`src/rtl/lsu_pkg.sv`:
```
package lsu_pkg;

    localparam int FLAG_N  = 4;
    localparam int CSR_W   = 32;
    localparam int FL_RATE = 0;
    localparam int FL_PROT = 1;
    localparam int FL_CM   = 2;
    localparam int FL_VEND = 3;

    typedef enum logic [2:0] {
        ST_IDLE    = 3'b000,
        ST_L1      = 3'b001,
        ST_PROTO   = 3'b011,
        ST_CM      = 3'b010,
        ST_NEGO    = 3'b110,
        ST_RUN     = 3'b111,
        ST_PASSIVE = 3'b101
    } lsu_state_e;

    typedef struct packed {
        logic [20:0]       zero_hi;
        lsu_state_e        phase;
        logic [3:0]        zero_mid;
        logic [FLAG_N-1:0] flags;
    } lsu_csr_t;

    function automatic lsu_csr_t pack_csr(lsu_state_e st, logic [FLAG_N-1:0] fl);
        lsu_csr_t w;
        w.zero_hi  = '0;
        w.phase    = st;
        w.zero_mid = '0;
        w.flags    = fl;
        return w;
    endfunction

    // phases that rely on layer-1 lock being held
    function automatic logic needs_lock(lsu_state_e st);
        return (st == ST_PROTO) || (st == ST_CM) || (st == ST_NEGO) ||
               (st == ST_RUN) || (st == ST_PASSIVE);
    endfunction

endpackage

```
`src/rtl/lsu_fsm.sv`:
```
module lsu_fsm
    import lsu_pkg::*;
(
    input  logic              clk,
    input  logic              rst,
    input  logic              start,
    input  logic              stop,
    input  logic              l1_ok,
    input  logic              passive,
    input  logic [FLAG_N-1:0] flags,
    output lsu_state_e        state,
    output logic              entered
);

    lsu_state_e state_q, prev_q, state_d;

    always_comb begin
        state_d = state_q;
        if (stop) begin
            state_d = ST_IDLE;
        end else if (needs_lock(state_q) && !l1_ok) begin
            state_d = ST_L1;
        end else begin
            unique case (state_q)
                ST_IDLE:    if (start) state_d = ST_L1;
                ST_L1:      if (l1_ok && flags[FL_RATE]) state_d = ST_PROTO;
                ST_PROTO:   if (flags[FL_PROT]) state_d = ST_CM;
                ST_CM:      if (flags[FL_CM]) state_d = ST_NEGO;
                ST_NEGO:    if (flags[FL_VEND]) state_d = ST_RUN;
                ST_RUN:     if (passive) state_d = ST_PASSIVE;
                ST_PASSIVE: if (!passive) state_d = ST_RUN;
                default:    state_d = ST_IDLE;
            endcase
        end
    end

    always_ff @(posedge clk) begin
        if (rst) begin
            state_q <= ST_IDLE;
            prev_q  <= ST_IDLE;
        end else begin
            state_q <= state_d;
            prev_q  <= state_q;
        end
    end

    assign state   = state_q;
    assign entered = (state_q != prev_q);

    // stop forces idle on the next edge
    p_stop_idle_r3: assert property (@(posedge clk) disable iff (rst)
        stop |=> (state == ST_IDLE));

    // lock loss in a locked phase falls back to alignment
    p_lock_loss_r6: assert property (@(posedge clk) disable iff (rst)
        (!stop && !l1_ok && needs_lock(state)) |=> (state == ST_L1));

    // protocol phase holds while its flag is clear
    p_proto_hold_r5: assert property (@(posedge clk) disable iff (rst)
        (state == ST_PROTO && !stop && l1_ok && !flags[FL_PROT]) |=> (state == ST_PROTO));

    // passive leaves only to running, alignment or idle
    p_passive_ret_r7: assert property (@(posedge clk) disable iff (rst)
        (state == ST_PASSIVE && !stop && l1_ok && !passive) |=> (state == ST_RUN));

    // the unused code never shows up
    p_code_legal_r2: assert property (@(posedge clk) disable iff (rst)
        state != 3'b100);

endmodule

```
`src/rtl/lsu_flags.sv`:
```
module lsu_flags
    import lsu_pkg::*;
#(
    parameter bit PIN_DRIVEN = 1'b0
)(
    input  logic              clk,
    input  logic              rst,
    input  logic              sw_we,
    input  logic [FLAG_N-1:0] sw_data,
    input  logic [FLAG_N-1:0] pin_done,
    input  lsu_state_e        state,
    input  logic              entered,
    input  logic              proto_auto,
    input  logic              cm_auto,
    output logic [FLAG_N-1:0] flags
);

    logic [FLAG_N-1:0] flags_q;
    logic [FLAG_N-1:0] auto_req;

    always_comb begin
        auto_req          = '0;
        auto_req[FL_PROT] = entered && (state == ST_PROTO) && proto_auto;
        auto_req[FL_CM]   = entered && (state == ST_CM) && cm_auto;
    end

    generate
        if (PIN_DRIVEN) begin : g_pin
            always_ff @(posedge clk) begin
                if (rst) flags_q <= '0;
                else     flags_q <= pin_done;
            end

            // pins load the flags every edge
            p_pin_follow_r11: assert property (@(posedge clk) disable iff (rst)
                1'b1 |=> (flags == $past(pin_done)));
        end else begin : g_sw
            for (genvar i = 0; i < FLAG_N; i++) begin : g_bit
                always_ff @(posedge clk) begin
                    if (rst)             flags_q[i] <= 1'b0;
                    else if (sw_we)      flags_q[i] <= sw_data[i];
                    else if (auto_req[i]) flags_q[i] <= 1'b1;
                end
            end

            // a write loads the flags
            p_sw_load_r8: assert property (@(posedge clk) disable iff (rst)
                sw_we |=> (flags == $past(sw_data)));

            // protocol auto-completion on first cycle in phase
            p_auto_proto_r9: assert property (@(posedge clk) disable iff (rst)
                (state == ST_PROTO && entered && proto_auto && !sw_we) |=> flags[FL_PROT]);

            // control/management auto-completion
            p_auto_cm_r10: assert property (@(posedge clk) disable iff (rst)
                (state == ST_CM && entered && cm_auto && !sw_we) |=> flags[FL_CM]);
        end
    endgenerate

    assign flags = flags_q;

endmodule

```
`src/rtl/lsu_startup_ctrl.sv`:
```
module lsu_startup_ctrl
    import lsu_pkg::*;
#(
    parameter int ADDR_W     = 4,
    parameter int CSR_ADDR   = 0,
    parameter bit PIN_DRIVEN = 1'b0
)(
    input  logic              clk,
    input  logic              rst,
    input  logic              start_i,
    input  logic              stop_i,
    input  logic              l1_lock_i,
    input  logic              passive_req_i,
    input  logic              proto_auto_i,
    input  logic              cm_slow_auto_i,
    input  logic              cm_fast_auto_i,
    input  logic [FLAG_N-1:0] done_pins_i,
    input  logic              wr_en_i,
    input  logic              rd_en_i,
    input  logic [ADDR_W-1:0] addr_i,
    input  logic [CSR_W-1:0]  wdata_i,
    output logic [CSR_W-1:0]  rdata_o,
    output logic [2:0]        state_o
);

    localparam logic [ADDR_W-1:0] CSR_SEL = ADDR_W'(CSR_ADDR);

    logic              hit;
    logic              sw_we;
    logic              entered;
    logic [FLAG_N-1:0] flags;
    lsu_state_e        state;
    lsu_csr_t          csr_word;
    logic [CSR_W-1:0]  rdata_q;

    assign hit   = (addr_i == CSR_SEL);
    assign sw_we = wr_en_i && hit;

    lsu_fsm u_fsm (
        .clk     (clk),
        .rst     (rst),
        .start   (start_i),
        .stop    (stop_i),
        .l1_ok   (l1_lock_i),
        .passive (passive_req_i),
        .flags   (flags),
        .state   (state),
        .entered (entered)
    );

    lsu_flags #(.PIN_DRIVEN(PIN_DRIVEN)) u_flags (
        .clk        (clk),
        .rst        (rst),
        .sw_we      (sw_we),
        .sw_data    (wdata_i[FLAG_N-1:0]),
        .pin_done   (done_pins_i),
        .state      (state),
        .entered    (entered),
        .proto_auto (proto_auto_i),
        .cm_auto    (cm_slow_auto_i || cm_fast_auto_i),
        .flags      (flags)
    );

    assign csr_word = pack_csr(state, flags);

    always_ff @(posedge clk) begin
        if (rst)                 rdata_q <= '0;
        else if (rd_en_i && hit) rdata_q <= csr_word;
        else                     rdata_q <= '0;
    end

    assign rdata_o = rdata_q;
    assign state_o = state;

    // reads elsewhere return zero
    p_other_addr_r12: assert property (@(posedge clk) disable iff (rst)
        (rd_en_i && !hit) |=> (rdata_o == '0));

    // reserved read bits stay clear
    p_rsvd_zero_r8: assert property (@(posedge clk) disable iff (rst)
        (rdata_o[7:4] == 4'b0) && (rdata_o[31:11] == 21'b0));

    // read data carries the phase seen on the state output
    p_phase_field_r2: assert property (@(posedge clk) disable iff (rst)
        (rd_en_i && hit) |=> (rdata_o[10:8] == $past(state_o)));

endmodule

```
`config.mk`:
```
export PLATFORM = sky130hd
export DESIGN_NAME = lsu_startup_ctrl
export DESIGN_NICKNAME = d
export VERILOG_FILES = /design/src/rtl/lsu_pkg.sv /design/src/rtl/lsu_fsm.sv /design/src/rtl/lsu_flags.sv /design/src/rtl/lsu_startup_ctrl.sv
export SDC_FILE = /design/constraint.sdc
export NUM_CORES = 1
export LEC_CHECK = 0
export BUFFER_PORTS_ARGS = -buffer_cell sky130_fd_sc_hd__buf_2
export CAP_MARGIN = 15
export CORE_UTILIZATION = 35
export CTS_CLUSTER_SIZE = 10
export DETAILED_ROUTE_END_ITERATION = 7
export HOLD_SLACK_MARGIN = 0.12
export PLACE_DENSITY = 0.79
export SYNTH_ARGS = -nofsm -noshare
export SYNTH_HDL_FRONTEND = slang
export SYNTH_SLANG_ARGS = --single-unit
```
`constraint.sdc`:
```
create_clock -name clk -period 1.25 [get_ports clk]
set_input_delay 0 -clock clk [delete_from_list [all_inputs] [get_ports clk]]
set_output_delay 0 -clock clk [all_outputs]
set_load 0.02 [all_outputs]
```
==> results.md, run 1 <==
- Outcome: finished clean
- Primary FF master, synth: dfxtp_1
- Largest net degree at the start of global routing: 13
- Total Wirelength: ~1800 µm
- Setup Skew: about 0.011 ns
- Leak Pwr: 0.519 nW
- Congestion Overflow GR: 0
- CP Max Fanout: 4
- DRT antenna net count: 0
- Non-filler cells, final: approximately 170
- PD cells: 930 nW/µm²
- Fin nets: 195
- Vias: roughly 770
- HPWL after detailed placement: 1290 µm
- Antenna diode count: 0
- Crit path DAT: between 1 and 1.5 ns
- Routed vias/inst: 4.49
- Pwr Total: around 1.0 mW
- Largest cells by area after synthesis: dfxtp_1, buf_4, and2_1
- Total of max-cap violations: 0
- Cts bufs inserted: 3
- Root Driver: clkbuf_4
- Worst Path Required: ~1.5 ns
- Crit Path Category: primary input to register
- Synthesis warning total: 0
- Setup TNS: 0 ns
- Bufs on Longest Clock Path: 2
- IO Port Bufs: 28
- Minimum clock period: roughly 1.2 ns
- Htree depth: 1
- DR pass1 iterations: 4
- Min Hold Slack: about 0.14 ns
- Most common cell in the netlist: buf_4
- Final std cell area, no fill: roughly 1100 µm²
- Flops & latches, synth: 17
- Slew Limit Fails: 0
- Synth Cell Area: 866 µm²
- Worst-path clk slew: roughly 0.11 ns
- Startpoint Class: primary input
- DR WL/cell: roughly 11 µm
- Area after DPL: between 900 and 1000 µm²
- Unrepaired setup endpoints after global routing: no
- Number of synthesized flops with an enable pin: 0
- I/O Pins: 86
- Clock Sinks: 17
- Total GRT Usage: 13.6%
- Layout cells sized above 1: ~29%
- Yosys top cell area share: just under 40%
- Placer Congestion: 0.787
- Global-route wire length before repair: between 2000 and 3000 µm
- Period utilization: approximately 94%
- Initial Util: between 30% and 40%
- Area growth, synth to finish: 29.9%
- Die W: between 50 and 60 µm
- Core box area: between 2000 and 2500 µm²
- Syn avg cell area: 8.84 µm²
- Worst Setup End Kind: register
- Initial antenna violation count: 0
- Fraction of registers with async set/reset: 0%
- Worst-Skew Late Latency: roughly 0.3 ns
- Placed cell count: roughly 150
- Num rows: 17
- Die height: just over 50 µm
- DR DRC count: 0
- Iteration-0 DRC Markers: 11
- Final hold vios: 0
- Fillcell total: between 200 and 250
- CTS tree: done
- Max VDD drop: around 0.00052 V
- Post-synth top area cell: dfxtp_1
- Highest Clock Rate: 0.850 GHz
- # setup viols final: 0
- Die ar.: 2680 µm²
- Mapped Cells: 98
- Unique masters post-synth: 28
- Vias in the first global route: about 660
- Commonest cells in the netlist: buf_4, dfxtp_1, and2_1, nor2_1, nand2_1
- Seq/Total Area, Yosys: between 30% and 40%
- HP Class: primary input to register
==> logic make-up after synthesis <==
logic type      share of synthesized area [%]
simple gates                             22.3
buf+inv                                  24.9
flops                                    39.3
compound gates                           10.8
xor+xnor                                 1.01
mux                                      1.30
other cells                             0.433
==> critical path: stages <==
cell and delay, ns:
buf_2 0.12, nor4_4 0.36, buf_4 0.17, nand3_1 0.06, dlygate4sd3_1 0.55, a21oi_1 0.15
==> final cells by class <==
cell class | count | area [µm²] | area share, %
clock buffer | 3 | 22.5 | 2.00
clock inverter | 1 | 7.51 | 0.667
inverter | 2 | 7.51 | 0.667
multi-input combinational | 74 | 400 | 35.6
sequential | 17 | 342 | 30.4
tap | 28 | 35.0 | 3.11
timing repair buffer | 46 | 310 | 27.6
==> stage by stage <==
| stage | utilization [%] | worst slack [ns] |
|---|---|---|
| global route | 49.4 | 0.00486 |
| global placement | 41.6 | 0.114 |
| CTS | 48.6 | 0.0322 |
| finish | 49.4 | 0.0730 |
| floorplan | - | 0.00399 |
| detailed placement | 41.6 | 0.0922 |
==> layout by cell type (no fill, tap or decap), drive strengths merged <==
master        instances
a2111oi               1
a211oi                3
a21oi                 4
a31oi                 1
and2                  7
and3b                 1
buf                  33
clkbuf                3
clkinvlp              1
conb                 25
dfxtp                17
dlygate4sd3          12
dlymetal6s4s          1
inv                   2
mux2                  1
nand2                 6
nand3                 4
nand3b                1
nor2                  6
nor2b                 2
nor3                  3
nor4                  3
o211ai                1
o21ai                 1
o21bai                1
o22ai                 1
o311a                 1
xnor2                 1
==> worst paths after layout <==
| path | depth (start not counted) | slack (ns) | to | from |
|---|---|---|---|---|
| hold reg to reg | 1 | 0.51 | rdata_o[1] | u_flags.flags[1] |
| hold / removal | 5 | 0.14 | u_flags.flags[1] | proto_auto_i |
| setup / recovery | 6 | 0.07 | u_flags.flags[3] | addr_i[2] |
| setup reg to reg | 4 | 0.11 | u_fsm.state[0] | u_fsm.state[1] |
==> flip-flops by register name, indices dropped and copies added (netlist names), named ones only <==
register       cells
u_fsm.prev_q       3
u_fsm.state        2
u_flags.flags      4
rdata_o            7
==> power by group <==
| part | switching, mW | internal [mW] |
|---|---|---|
| sequential | 0.00636 | 0.548 |
| clock | 0.192 | 0.122 |
| combinational | 0.114 | 0.0635 |
| total | 0.313 | 0.734 |
==> what timing repair did <==
item                                   CTS  global route
setup buffers                            0             2
resized for setup                        0             2
endpoints found under the hold margin   10             0
setup endpoints to repair                0             4
hold buffers                            13             0
==> routing by layer <==
layer  track usage [%]  vias up  wire [µm]
met5                 0        -          0
met4              5.41        0         28
met3              2.05        5        150
met2              27.1       47        946
met1              13.7      347        707
li1                  -      368          -
Note: power is estimated with default switching activity, not from simulation.
==> run 2, diff against run 1 <==
--- a/config.mk
+++ b/config.mk
@@ -7,11 +7,11 @@
 export LEC_CHECK = 0
 export BUFFER_PORTS_ARGS = -buffer_cell sky130_fd_sc_hd__buf_2
 export CAP_MARGIN = 15
-export CORE_UTILIZATION = 35
+export CORE_UTILIZATION = 38
 export CTS_CLUSTER_SIZE = 10
 export DETAILED_ROUTE_END_ITERATION = 7
 export HOLD_SLACK_MARGIN = 0.12
-export PLACE_DENSITY = 0.79
+export PLACE_DENSITY = 0.84
 export SYNTH_ARGS = -nofsm -noshare
 export SYNTH_HDL_FRONTEND = slang
 export SYNTH_SLANG_ARGS = --single-unit
==> constraint.sdc (replaced) <==
create_clock -name clk -period 1.4 [get_ports clk]
set_input_delay 0 -clock clk [delete_from_list [all_inputs] [get_ports clk]]
set_output_delay 0 -clock clk [all_outputs]
set_load 0.02 [all_outputs]
==> run 2 against run 1 <==
  * Clock skew grew 0.011 ns
  * Sequential share of layout area grew 0.65 points
  * Global-route usage grew 2.0 points
  * Non-clock buffer count decreased by 3
  * Combinational power decreased by 10%
  * Critical path depth is the same
  * Register-to-register slack improved by 0.14 ns
  * Final cell count shrank 2.3%
  * Worst hold slack got worse by 0.0081 ns
  * Highest routed layer unchanged
==> results.md, run 2 (synthesis results as in run 1) <==
- Outcome: finished clean
- Crit path to: u_flags.flags[1]
- Commonest cells after routing, fill and taps aside: buf_2, conb_1, dfxtp_1
- Number of flip-flops in the largest register: 7 (unchanged)
- Min Hold Slack: 0.131 ns (-0.00812 ns)
- Unrepaired setup endpoints after global routing: no
- Routed vias/inst: 4.63 (+3.2%)
- CP Max Fanout: 5 (+1)
- Pwr Total: 0.925 mW (-12%)
- DR pass1 iterations: 4 (unchanged)
- R2R depth: 4 (unchanged)
- Most common cell after layout, fill and taps aside: buf_2
- DRT antenna net count: 0 (unchanged)
- HPWL after detailed placement: 1320 µm (+2.4%)
- Net Sw Power: 0.273 mW (-13%)
- Crit path from: wr_en_i
- Cts bufs inserted: 3 (unchanged)
- Die ar.: 2470 µm² (-7.6%)
- Placer Congestion: 0.824 (+4.6%)
- Antenna diode count: 0 (unchanged)
- Setup slack, reg-to-reg: 0.25 ns (+0.14 ns)
- Root Driver: clkbuf_4
- Max VDD drop: 0.000324 V (-37%)
- Layout cells sized above 1: 27.1% (-2.2 points)
- Clock Sinks: 17 (unchanged)
- Logic gate share of total power: 17.3% (+0.3 points)
- Worst-path clk slew: 0.11 ns (about the same)
- Total GRT Usage: 15.6% (+2.0 points)
- Worst Setup End Kind: register
- CTS tree: done
- I/O Pins: 86 (unchanged)
- Core box area: 2040 µm² (-10%)
- Total Wirelength: 1860 µm (+1.6%)
- Bufs on Longest Clock Path: 2 (unchanged)
- Startpoint Class: primary input
- Htree depth: 1 (unchanged)
- Reg-to-reg endpoint: u_fsm.state[0]
- DR WL/cell: 11.1 µm (+4.0%)
- Sw frac: 29.5% (-0.37 points)
- Global-route wire length before repair: 2930 µm (+8.2%)
- Die height: 49.7 µm (-3.9%)
- Leak Pwr: 0.504 nW (-3.0%)
- Vias: 773 (+0.78%)
- Area growth, synth to finish: 26.7%
- Final hold vios: 0 (unchanged)
- Total of max-cap violations: 0 (unchanged)
- HP Class: primary input to register
- Num rows: 16 (-1)
- Initial Util: 42.4% (+4.4 points)
- P_int: 0.653 mW (-11%)
- Worst-Skew Late Latency: 0.31 ns (about the same)
- Congestion Overflow GR: 0 (unchanged)
- DR DRC count: 0 (unchanged)
- Crit Path Category: primary input to register
- Die W: 49.7 µm (-3.9%)
- Initial antenna violation count: 0 (unchanged)
- Iteration-0 DRC Markers: 11 (unchanged)
- Period utilization: 94.5%
- Vias in the first global route: 692 (+5.6%)
- Setup Skew: 0.0214 ns (+0.0107 ns)
- Clock Power Share: 29.3% (-0.7 points)
- Setup TNS: 0 ns (unchanged)
- Worst Path Required: 1.64 ns (+0.15 ns)
- Fin nets: 192 (-1.5%)
- Highest Clock Rate: about 0.76 GHz
- Sequential share of power: 53.4% (+0.4 points)
- Slew Limit Fails: 0 (unchanged)
- Minimum clock period: 1.32 ns
- PD cells: 843 nW/µm² (-9.4%)
- Largest net degree at the start of global routing: 13 (unchanged)
- Crit path DAT: 1.56 ns (+0.14 ns)
- # setup viols final: 0 (unchanged)
- IO Port Bufs: 28 (unchanged)
run 2: final cells by class:
type / instances / area, µm²
clock buffer: 3 / 22.5
clock inverter: 1 / 5.00
fill: 203 / 945
inverter: 2 / 7.51
multi-input combinational: 74 / 400
sequential: 17 / 340
tap: 27 / 33.8
timing repair buffer: 43 / 288
run 2: worst max-delay path, stage by stage:
cell and delay (ns):
dlygate4sd3_1 0.53, buf_2 0.14, nand2_2 0.10, nor2_1 0.05, dlygate4sd3_1 0.55, a211oi_1 0.19
run 2: layer usage:
metal	share of wire, %	track usage [%]	up-vias
met2	52	28.4	54
met4	2.3	10.0	0
li1	-	-	363
met5	0	0	-
met3	9.7	2.47	8
met1	36	16.4	348
run 2: power by group through the flow:
stage                     Sequential (mW)  Clock [mW]  Combinational (mW)
after floorplan                     0.506           0               0.147
after global placement              0.504           0               0.133
after detailed placement            0.505           0               0.135
after CTS                           0.494       0.259               0.157
after global routing                0.495       0.292               0.172
final                               0.494       0.271               0.160
run 2: worst min path at each step:
stage                 startpoint               end  cells after the start
finish              proto_auto_i  u_flags.flags[1]                      5
global route             rd_en_i        rdata_o[3]                      3
CTS                 proto_auto_i  u_flags.flags[1]                      5
detailed placement        stop_i          register                      2
global placement          stop_i          register                      2
floorplan                 stop_i          register                      1
run 2: stage by stage:
stage	setup slack (ns)	instances	utilization (%)	instance area, µm²
after global routing	0.0161	167	53.7	1100
after detailed placement	0.260	150	45.9	937
after global placement	0.280	150	45.9	937
after floorplan	0.154	122	-	956
final	0.0775	167	53.7	1100
after CTS	0.0602	167	53.6	1090
run 2: timing repair:
action | CTS | global route
hold buffers | 13 | 0
hold endpoints to repair | 10 | 0
buffers inserted | 0 | 0
setup endpoints to repair | 0 | 1
gates resized for setup | 0 | 1
